[src/rtl/eep_pkg.sv]
package eep_pkg;
  // Control register bit positions
  localparam int unsigned CB_SCK  = 0;
  localparam int unsigned CB_CS   = 1;
  localparam int unsigned CB_DO   = 2;
  localparam int unsigned CB_DI   = 3;
  localparam int unsigned CB_REQ  = 6;
  localparam int unsigned CB_GNT  = 7;
  localparam int unsigned CB_PRES = 8;
  localparam int unsigned CB_SIZE = 11;
  localparam int unsigned SIZE_W  = 4;
  // Read register bit positions
  localparam int unsigned RB_GO   = 0;
  localparam int unsigned RB_DONE = 1;
  localparam int unsigned RB_ADDR = 2;
  localparam int unsigned RB_DATA = 16;
  localparam int unsigned WADDR_W = 14;
  localparam int unsigned WORD_W  = 16;
  // Serial frame
  localparam logic [7:0]  OP_READ    = 8'h03;
  localparam int unsigned CMD_BITS   = 24;
  localparam int unsigned FRAME_BITS = CMD_BITS + WORD_W;

  typedef enum logic {RD_IDLE = 1'b0, RD_XFER = 1'b1} rd_state_e;

  function automatic logic [SIZE_W-1:0] size_code(input int unsigned kb);
    return (kb >= 32) ? 4'd8 : 4'd7;
  endfunction
endpackage

[src/rtl/eep_rst_sync.sv]
module eep_rst_sync (
  input  logic clk,
  input  logic rst_n,
  output logic rst_sn
);
  logic [1:0] sync_q;

  always_ff @(posedge clk or negedge rst_n) begin
    if (!rst_n) sync_q <= 2'b00;
    else        sync_q <= {sync_q[0], 1'b1};
  end

  assign rst_sn = sync_q[1];
endmodule

[src/rtl/eep_word_reader.sv]
module eep_word_reader
  import eep_pkg::*;
#(
  parameter int unsigned SCK_HALF = 2
) (
  input  logic               clk,
  input  logic               rst_n,
  input  logic               start_i,
  input  logic [WADDR_W-1:0] waddr_i,
  input  logic               miso_i,
  output logic               sck_o,
  output logic               cs_n_o,
  output logic               mosi_o,
  output logic               busy_o,
  output logic               done_o,
  output logic [WORD_W-1:0]  word_o
);
  localparam int unsigned DIV_W = (SCK_HALF > 1) ? $clog2(SCK_HALF) : 1;
  localparam int unsigned BIT_W = $clog2(FRAME_BITS);

  rd_state_e             state_q, state_d;
  logic                  sck_q, sck_d;
  logic                  csn_q, csn_d;
  logic                  done_q, done_d;
  logic [CMD_BITS-1:0]   tx_q, tx_d;
  logic [WORD_W-1:0]     rx_q, rx_d;
  logic [BIT_W-1:0]      bit_q, bit_d;
  logic [DIV_W-1:0]      div_q, div_d;

  always_comb begin
    state_d = state_q;
    sck_d   = sck_q;
    csn_d   = csn_q;
    tx_d    = tx_q;
    rx_d    = rx_q;
    bit_d   = bit_q;
    div_d   = div_q;
    done_d  = 1'b0;
    unique case (state_q)
      RD_IDLE: begin
        if (start_i) begin
          state_d = RD_XFER;
          csn_d   = 1'b0;
          sck_d   = 1'b0;
          tx_d    = {OP_READ, 1'b0, waddr_i, 1'b0};
          rx_d    = '0;
          bit_d   = '0;
          div_d   = '0;
        end
      end
      RD_XFER: begin
        if (div_q == DIV_W'(SCK_HALF - 1)) begin
          div_d = '0;
          if (!sck_q) begin
            sck_d = 1'b1;
            if (bit_q >= BIT_W'(CMD_BITS)) rx_d = {rx_q[WORD_W-2:0], miso_i};
          end else begin
            sck_d = 1'b0;
            if (bit_q == BIT_W'(FRAME_BITS - 1)) begin
              state_d = RD_IDLE;
              csn_d   = 1'b1;
              done_d  = 1'b1;
            end else begin
              bit_d = bit_q + 1'b1;
              tx_d  = {tx_q[CMD_BITS-2:0], 1'b0};
            end
          end
        end else begin
          div_d = div_q + 1'b1;
        end
      end
      default: state_d = RD_IDLE;
    endcase
  end

  always_ff @(posedge clk or negedge rst_n) begin
    if (!rst_n) begin
      state_q <= RD_IDLE;
      sck_q   <= 1'b0;
      csn_q   <= 1'b1;
      done_q  <= 1'b0;
      tx_q    <= '0;
      rx_q    <= '0;
      bit_q   <= '0;
      div_q   <= '0;
    end else begin
      state_q <= state_d;
      sck_q   <= sck_d;
      csn_q   <= csn_d;
      done_q  <= done_d;
      tx_q    <= tx_d;
      rx_q    <= rx_d;
      bit_q   <= bit_d;
      div_q   <= div_d;
    end
  end

  assign sck_o  = sck_q;
  assign cs_n_o = csn_q;
  assign mosi_o = (state_q == RD_XFER) && tx_q[CMD_BITS-1];
  assign busy_o = (state_q == RD_XFER);
  assign done_o = done_q;
  // First received byte sits in the upper half: it is the even-address byte.
  assign word_o = {rx_q[7:0], rx_q[WORD_W-1:8]};

  // the clock only pulses while the device is selected (mode 0 framing)
  p_sck_selected_r3: assert property (@(posedge clk) disable iff (!rst_n)
    $rose(sck_q) |-> !csn_q);
  // completion is flagged only at the end of a transfer
  p_done_after_xfer_r4: assert property (@(posedge clk) disable iff (!rst_n)
    done_q |-> $past(state_q) == RD_XFER);
endmodule

[src/rtl/eep_pin_arbiter.sv]
module eep_pin_arbiter #(
  parameter int unsigned IDLE_TIMEOUT = 250_000_000
) (
  input  logic clk,
  input  logic rst_n,
  input  logic wr_ctl_i,
  input  logic wreq_i,
  input  logic pin_act_i,
  input  logic idle_i,
  output logic req_o,
  output logic gnt_o
);
  localparam int unsigned TW = $clog2(IDLE_TIMEOUT + 1);

  logic          req_q, req_d;
  logic          gnt_q, gnt_d;
  logic [TW-1:0] cnt_q, cnt_d;
  logic          expire;

  always_comb begin
    expire = gnt_q && !pin_act_i && (cnt_q == TW'(IDLE_TIMEOUT - 1));
    if (wr_ctl_i)    req_d = wreq_i;
    else if (expire) req_d = 1'b0;
    else             req_d = req_q;
    gnt_d = req_d && (gnt_q || idle_i);
    if (!gnt_q || pin_act_i || expire) cnt_d = '0;
    else                               cnt_d = cnt_q + 1'b1;
  end

  always_ff @(posedge clk or negedge rst_n) begin
    if (!rst_n) begin
      req_q <= 1'b0;
      gnt_q <= 1'b0;
      cnt_q <= '0;
    end else begin
      req_q <= req_d;
      gnt_q <= gnt_d;
      cnt_q <= cnt_d;
    end
  end

  assign req_o = req_q;
  assign gnt_o = gnt_q;

  // a grant is only ever held under a standing request
  p_gnt_has_req_r5: assert property (@(posedge clk) disable iff (!rst_n)
    gnt_q |-> req_q);
  // a grant starts only from an idle engine with nothing waiting
  p_gnt_from_idle_r9: assert property (@(posedge clk) disable iff (!rst_n)
    $rose(gnt_q) |-> $past(idle_i));
  // the inactivity count never runs past its limit
  p_cnt_bounded_r10: assert property (@(posedge clk) disable iff (!rst_n)
    cnt_q < TW'(IDLE_TIMEOUT));
endmodule

[src/rtl/eeprom_port_ctrl.sv]
module eeprom_port_ctrl
  import eep_pkg::*;
#(
  parameter int unsigned DEV_KB       = 16,
  parameter bit          PRESENT      = 1'b1,
  parameter int unsigned SCK_HALF     = 2,
  parameter int unsigned IDLE_TIMEOUT = 250_000_000
) (
  input  logic        clk,
  input  logic        rst_n,
  input  logic        host_sel,
  input  logic        host_wr,
  input  logic [31:0] host_wdata,
  output logic [31:0] host_rdata,
  output logic        spi_sck,
  output logic        spi_cs_n,
  output logic        spi_mosi,
  input  logic        spi_miso
);
  localparam logic [SIZE_W-1:0] SIZE_CODE = size_code(DEV_KB);

  logic rst_sn;
  logic wr_ctl, wr_rd, go_wr, launch, pin_act;
  logic req, gnt;
  logic eng_sck, eng_csn, eng_mosi, eng_busy, eng_done;
  logic [WORD_W-1:0] eng_word;

  logic               ctl_sck_q, ctl_sck_d;
  logic               ctl_cs_q, ctl_cs_d;
  logic               ctl_do_q, ctl_do_d;
  logic               pend_q, pend_d;
  logic               done_q, done_d;
  logic [WADDR_W-1:0] waddr_q, waddr_d;
  logic [WORD_W-1:0]  word_q, word_d;
  logic [31:0]        ctl_view, rd_view;
  logic               unused_wdata_hi;

  eep_rst_sync u_rst (.clk(clk), .rst_n(rst_n), .rst_sn(rst_sn));

  assign wr_ctl  = host_wr && !host_sel;
  assign wr_rd   = host_wr && host_sel;
  assign go_wr   = wr_rd && host_wdata[RB_GO];
  assign pin_act = wr_ctl &&
                   ({host_wdata[CB_DO], host_wdata[CB_CS], host_wdata[CB_SCK]} !=
                    {ctl_do_q, ctl_cs_q, ctl_sck_q});
  assign launch  = pend_q && !gnt && !eng_busy;
  assign unused_wdata_hi = ^host_wdata[31:16];

  eep_pin_arbiter #(.IDLE_TIMEOUT(IDLE_TIMEOUT)) u_arb (
    .clk      (clk),
    .rst_n    (rst_sn),
    .wr_ctl_i (wr_ctl),
    .wreq_i   (host_wdata[CB_REQ]),
    .pin_act_i(pin_act),
    .idle_i   (!eng_busy && !pend_q),
    .req_o    (req),
    .gnt_o    (gnt)
  );

  eep_word_reader #(.SCK_HALF(SCK_HALF)) u_rdr (
    .clk    (clk),
    .rst_n  (rst_sn),
    .start_i(launch),
    .waddr_i(waddr_q),
    .miso_i (spi_miso),
    .sck_o  (eng_sck),
    .cs_n_o (eng_csn),
    .mosi_o (eng_mosi),
    .busy_o (eng_busy),
    .done_o (eng_done),
    .word_o (eng_word)
  );

  // Next-state for host-visible registers
  always_comb begin
    ctl_sck_d = ctl_sck_q;
    ctl_cs_d  = ctl_cs_q;
    ctl_do_d  = ctl_do_q;
    if (wr_ctl) begin
      ctl_sck_d = host_wdata[CB_SCK];
      ctl_cs_d  = host_wdata[CB_CS];
      ctl_do_d  = host_wdata[CB_DO];
    end
    waddr_d = go_wr ? host_wdata[RB_ADDR +: WADDR_W] : waddr_q;
    if (go_wr)       pend_d = 1'b1;
    else if (launch) pend_d = 1'b0;
    else             pend_d = pend_q;
    if (go_wr)         done_d = 1'b0;
    else if (eng_done) done_d = 1'b1;
    else               done_d = done_q;
    word_d = eng_done ? eng_word : word_q;
  end

  always_ff @(posedge clk or negedge rst_sn) begin
    if (!rst_sn) begin
      ctl_sck_q <= 1'b0;
      ctl_cs_q  <= 1'b1;
      ctl_do_q  <= 1'b0;
      pend_q    <= 1'b0;
      done_q    <= 1'b0;
      waddr_q   <= '0;
      word_q    <= '0;
    end else begin
      ctl_sck_q <= ctl_sck_d;
      ctl_cs_q  <= ctl_cs_d;
      ctl_do_q  <= ctl_do_d;
      pend_q    <= pend_d;
      done_q    <= done_d;
      waddr_q   <= waddr_d;
      word_q    <= word_d;
    end
  end

  // Pin ownership
  assign spi_sck  = gnt ? ctl_sck_q : eng_sck;
  assign spi_cs_n = gnt ? ctl_cs_q  : eng_csn;
  assign spi_mosi = gnt ? ctl_do_q  : eng_mosi;

  // Register read views
  always_comb begin
    ctl_view = '0;
    ctl_view[CB_SCK]  = ctl_sck_q;
    ctl_view[CB_CS]   = ctl_cs_q;
    ctl_view[CB_DO]   = ctl_do_q;
    ctl_view[CB_DI]   = spi_miso;
    ctl_view[CB_REQ]  = req;
    ctl_view[CB_GNT]  = gnt;
    ctl_view[CB_PRES] = PRESENT;
    ctl_view[CB_SIZE +: SIZE_W] = SIZE_CODE;
    rd_view = '0;
    rd_view[RB_GO]   = pend_q || eng_busy;
    rd_view[RB_DONE] = done_q;
    rd_view[RB_ADDR +: WADDR_W] = waddr_q;
    rd_view[RB_DATA +: WORD_W]  = word_q;
  end

  assign host_rdata = host_sel ? rd_view : ctl_view;

  // the engine and a grant never own the pins together
  p_no_shared_pins_r9: assert property (@(posedge clk) disable iff (!rst_sn)
    gnt |-> !eng_busy);
  // a waiting fetch is kept for as long as the grant lasts
  p_pending_kept_r8: assert property (@(posedge clk) disable iff (!rst_sn)
    (gnt && pend_q) |=> pend_q);
  // outside a grant and a fetch the pins rest in their idle levels
  p_pins_idle_r11: assert property (@(posedge clk) disable iff (!rst_sn)
    (!gnt && !eng_busy) |-> (spi_cs_n && !spi_sck));
endmodule

[config.mk]
export PLATFORM = sky130hd
export DESIGN_NAME = eeprom_port_ctrl
export DESIGN_NICKNAME = d
export VERILOG_FILES = /design/src/rtl/eep_pkg.sv /design/src/rtl/eep_rst_sync.sv /design/src/rtl/eep_word_reader.sv /design/src/rtl/eep_pin_arbiter.sv /design/src/rtl/eeprom_port_ctrl.sv
export SDC_FILE = /design/constraint.sdc
export NUM_CORES = 1
export LEC_CHECK = 0
export ABC_AREA = 1
export BUFFER_PORTS_ARGS = -buffer_cell sky130_fd_sc_hd__buf_2
export CORE_MARGIN = 1.5
export CORE_UTILIZATION = 50
export CTS_BUF_LIST = sky130_fd_sc_hd__clkbuf_8
export CTS_CLUSTER_SIZE = 25
export DETAILED_ROUTE_END_ITERATION = 12
export GPL_TIMING_DRIVEN = 0
export PLACE_DENSITY = 0.7
export SYNTH_ARGS = -nofsm -noshare
export SYNTH_HDL_FRONTEND = slang
export SYNTH_SLANG_ARGS = --single-unit
[constraint.sdc]
create_clock -name clk -period 6.7 [get_ports clk]
set_input_delay 1.34 -clock clk [delete_from_list [all_inputs] [get_ports clk]]
set_output_delay 1.34 -clock clk [all_outputs]
set_load 0.02 [all_outputs]
# After elaboration in Yosys (flattened, before gate mapping)

Cells that the tools add are included.

Flip-flop bits (word level): 118

$add $sub $neg: 3
Bitwise gates (word level): 1
Eq/ne operators: 10
Reduce and logical (&&, ||, !) cells: 26
$lt $le $gt $ge: 1
Multiplexer cells: 44

Operator list:

| cell                                                | count |
|---|---|
| two-way mux 24 bit                                  | 4 |
| two-way mux 16 bit                                  | 4 |
| one-hot mux 24 bit (2 select lines)                 | 1 |
| two-way mux 32 bit                                  | 1 |
| one-hot mux 16 bit (2 select lines)                 | 1 |
| adder 28 x 1 -> 28 bit, second input constant       | 1 |
| equality test 28 bit, second input constant         | 1 |
| two-way mux 28 bit                                  | 1 |
| two-way mux 6 bit                                   | 4 |
| two-way mux 1 bit                                   | 23 |
| != test 2 bit, second input constant                | 7 |
| one-hot mux 6 bit (2 select lines)                  | 1 |
| AND reduction 4 bit                                 | 3 |
| logical AND 1 bit                                   | 11 |
| one-hot mux 1 bit (2 select lines)                  | 4 |
| adder 6 x 1 -> 6 bit, second input constant         | 1 |
| equality test 6 bit, second input constant          | 1 |
| >= comparator 6 x 5 -> 1 bit, second input constant | 1 |
| logical NOT 1 bit                                   | 5 |
| logical OR 1 bit                                    | 4 |
| nonzero test 2 bit                                  | 2 |
| != test 3 bit                                       | 1 |
| AND reduction 2 bit                                 | 1 |
| adder 1 bit, second input constant                  | 1 |
| NOT 1 bit                                           | 1 |

# Longest topological paths before layout

Depth after elaboration: 9
Gate-level depth with buffers: 11
Gate-level depth less buffers: 10

# Modules after synthesis

From an unflattened synthesis, not the netlist that was laid out.

Cells, all modules: 687
Area total of the unflattened synthesis: 5,723.0 um^2

Modules (own cells, without submodules):

| module           | cells an instance | area each (um^2) | sequential area each (um^2) | instances |
|---|---|---|---|---|
| eep_word_reader  | 246               | 2,220.9          | 1,252.5                     | 1 |
| eeprom_port_ctrl | 201               | 1,742.9          | 877.1                       | 1 |
| eep_pin_arbiter  | 237               | 1,705.4          | 750.7                       | 1 |
| eep_rst_sync     | 3                 | 53.8             | 50.0                        | 1 |

# Worst setup path after synthesis

Ideal clock, no wire load.

Kind: input -> output
Start point: input host_sel
End point: output host_rdata[25]
Slack: 3.283 ns
Path buffers: 2
Data required time: 5.360 ns
Cell stages on the path: 4
Arrival time: 2.077 ns
Path through: clkbuf_1 -> clkbuf_1 -> nand2_1 -> inv_1

Cells in the longest elaborated chain, start to end: 1

Ends and longest elaborated chain:

| element            | RTL line                | source |
|---|---|---|
| from (decl)        | eeprom_port_ctrl.sv:11  | `input logic host_sel,` |
| two-way mux 32 bit | eeprom_port_ctrl.sv:137 | `assign host_rdata = host_sel ? rd_view : ctl_view;` |
| to (decl)          | eeprom_port_ctrl.sv:14  | `output logic [31:0] host_rdata,` |

Every way passes these cells.

# Worst setup path in the final report

Start point: input host_sel
End point: output host_rdata[28]

Same word-level chain as after synthesis.

==> impl_metrics.tcl <==
set metrics [dict create \
    wl_per_cell_um 13.62 \
    synth_fa_ha_area_frac 0.006627 \
    skew_ns 0.007143 \
    cts_sinks 117 \
    ys_seq_area_frac 0.5173 \
    antenna_found_initial 1 \
    ys_types 40 \
    ys_warn_count 0 \
    cp-start-kind "input pin" \
    syn_area_sq_um 5664 \
    leakagePower_nw 3.322 \
    cts_tree "yes" \
    initial_core_util 0.5180 \
    fin_nets 811 \
    cts_buffers 17 \
    reg2reg_depth 7 \
    crit_path_end "host_rdata[28]" \
    postCtsSetupRepairBufs 0 \
    synth_edf_count 0 \
    clk_latency_ns 0.44 \
    path_max_fanout 10 \
    rsz0062_at_grt "no" \
    hp-class "reg2reg" \
    drt-pass1-iter-count 5 \
    cap_violations 0 \
    synth_simple_gate_area_share 0.2233 \
    port_buffers 55 \
    period_needed_ns 4.006 \
    finalSetupViolCount 0 \
    worstReg2RegEnd "u_arb.cnt_q[18]$_DFF_PN0_" \
    hpwlAfterDp_um 9041 \
    end_kind "output port" \
    relSlewSlack 0.4422 \
    totalWireLength_um 12600 \
    cp_data_required_time_ns 5.36 \
    synth_ff_type "dfrtp_1" \
    die_width_um 109.4 \
    final.setup.tns_ns 0 \
    cts_resized 0 \
    final_common_cell "nand2_1" \
    clock-root-buffer "clkbuf_8" \
    dieArea_sq_um 11980 \
    grt_pass1_wl_um 21650 \
    vdd_drop_max_uv 233.1 \
    nFillCells 981 \
    core_sq_um 10940 \
    synthesis.nets 736 \
    finalMaxSlewViolations 0 \
    synth-xor-area-share 0.02165 \
    synthMuxAreaShare 0.01590 \
    synth-compound-area-share 0.1138 \
    hold_violations 0 \
    netlist_instances 696 \
    grt_use_total 0.2377 \
    critPathArrivalTime_ns 2.67 \
    grt_pass1_vias 4564 \
    synth-seq-cells 117 \
    fin_total_pwr_w 0.002030 \
    cts_hold_buf 0 \
    clk_pin_slew_ns 0.06 \
    cts.htree.levels 4 \
    grt_max_degree 63 \
    overflow 0 \
    clock_path_buffers 2 \
    drt_iter0_drc 239 \
    fmax_mhz 249.6 \
    status "completed" \
    final_antenna_net_count 0 \
    io_pins 72 \
    viasPerCell 5.103 \
    drc 0 \
    async_reset_ff_frac 1.000 \
    finalCritPeriodShare 0.5979 \
    areaGrowthSynthToFinish_pct 16.66 \
    layout-drive-gt1-share 0.1582 \
    final_cell_mix "nand2_1, dfrtp_1, inv_1" \
    hold_slack_ns 0.3553 \
    die_h_um 109.4 \
    ff2ff_setup_slack_ns 4.84 \
    place.gp.congestion 0.8940 \
    syn_area_per_cell_sq_um 8.138 \
    crit_type "in2out" \
    crit_start "host_sel" \
    powerDensity_nw_per_um2 307.2 \
    via_count 4720 \
    r2r_start "u_arb.cnt_q[8]$_DFF_PN0_" \
    rows 38 \
    tightestPinTransition_ns 0.8367 \
    synth_top_family_by_area "simple AND/OR/NAND/NOR gates" \
]
## area by class of cell
class	instances	area, sq um	area share
clock buffer	20	275.3	0.04166
buffer	25	141.4	0.02140
antenna	1	2.502	0.0003787
tap	140	175.2	0.02651
sequential	117	2934	0.4440
inverter	113	429.2	0.06495
clock inverter	12	183.9	0.02784
timing repair buffer	56	302.8	0.04582
multi-input combinational	441	2163	0.3274
## through the flow
step | instances | setup slack [ns] | utilization | cell area (sq um)
floorplan | 696 | 3.203 | - | 5664
global placement | 891 | 1.890 | 0.5592 | 6115
detailed placement | 892 | 2.700 | 0.5620 | 6146
CTS | 924 | 2.697 | 0.6040 | 6605
global route | 925 | 2.569 | 0.6042 | 6608
finish | 925 | 2.694 | 0.6042 | 6608
## kinds of logic after synthesis
| family | count (synthesis) |
|---|---|
| buf+inv | 138 |
| fa+ha+maj | 3 |
| simple gates | 303 |
| xor+xnor | 14 |
| mux | 8 |
| other cells | 1 |
| flops | 117 |
| compound gates | 112 |
## layer usage
layer	track usage	up-vias	part of all wire
met5	0	-	0
met4	0.1002	0	0.020
met3	0.06402	23	0.050
met2	0.3656	104	0.47
met1	0.3177	2255	0.46
li1	-	2338	-
## worst max-delay path: stages
cell	delay, ns
buf_2	0.11
clkbuf_1	0.37
clkbuf_1	0.50
nand2_1	0.11
inv_1	0.07
buf_2	0.15
## power breakdown
part | internal, W | switching, W
sequential | 0.000838 | 0.0000807
clock | 0.000466 | 0.000275
combinational | 0.000128 | 0.000241
total | 0.00143 | 0.000597
## cells in the mapped netlist (all sizes together), types with 8 or more instances
library cell,count,share of area
nor3,12,0.011
clkbuf,11,0.0075
o211ai,13,0.017
buf,14,0.017
o21ai,56,0.049
mux2,8,0.016
nor2,91,0.063
nand4,9,0.0099
inv,113,0.076
dfrtp,115,0.51
xor2,10,0.015
nand3,35,0.032
a21oi,34,0.034
nand2,150,0.10
## registers in the layout (all words and copies together) (netlist names)
name	cells
u_rst.sync_q	2
waddr_q	14
u_rdr.rx_q	16
done_q	1
ctl_sck_q	1
u_rdr.sck_o	1
u_arb.gnt_o	1
ctl_cs_q	1
u_rdr.bit_q	6
u_rdr.tx_q	23
ctl_do_q	1
u_arb.cnt_q	28
u_arb.req_o	1
u_rdr.done_o	1
u_rdr.cs_n_o	1
u_rdr.div_q	1
pend_q	1
u_rdr.busy_o	1
word_q	16
## worst min-delay path by stage
stage                                      endpoint  depth (start not counted)                       from
final                     u_rst.sync_q[1]$_DFF_PN0_                          0  u_rst.sync_q[0]$_DFF_PN0_
after global routing      u_rst.sync_q[1]$_DFF_PN0_                          0  u_rst.sync_q[0]$_DFF_PN0_
after CTS                 u_rst.sync_q[1]$_DFF_PN0_                          0  u_rst.sync_q[0]$_DFF_PN0_
after detailed placement  u_rst.sync_q[1]$_DFF_PN0_                          0  u_rst.sync_q[0]$_DFF_PN0_
after global placement    u_rst.sync_q[1]$_DFF_PN0_                          0  u_rst.sync_q[0]$_DFF_PN0_
after floorplan           u_rst.sync_q[1]$_DFF_PN0_                          0  u_rst.sync_q[0]$_DFF_PN0_
No activity file was read; power rests on OpenSTA's default activity.
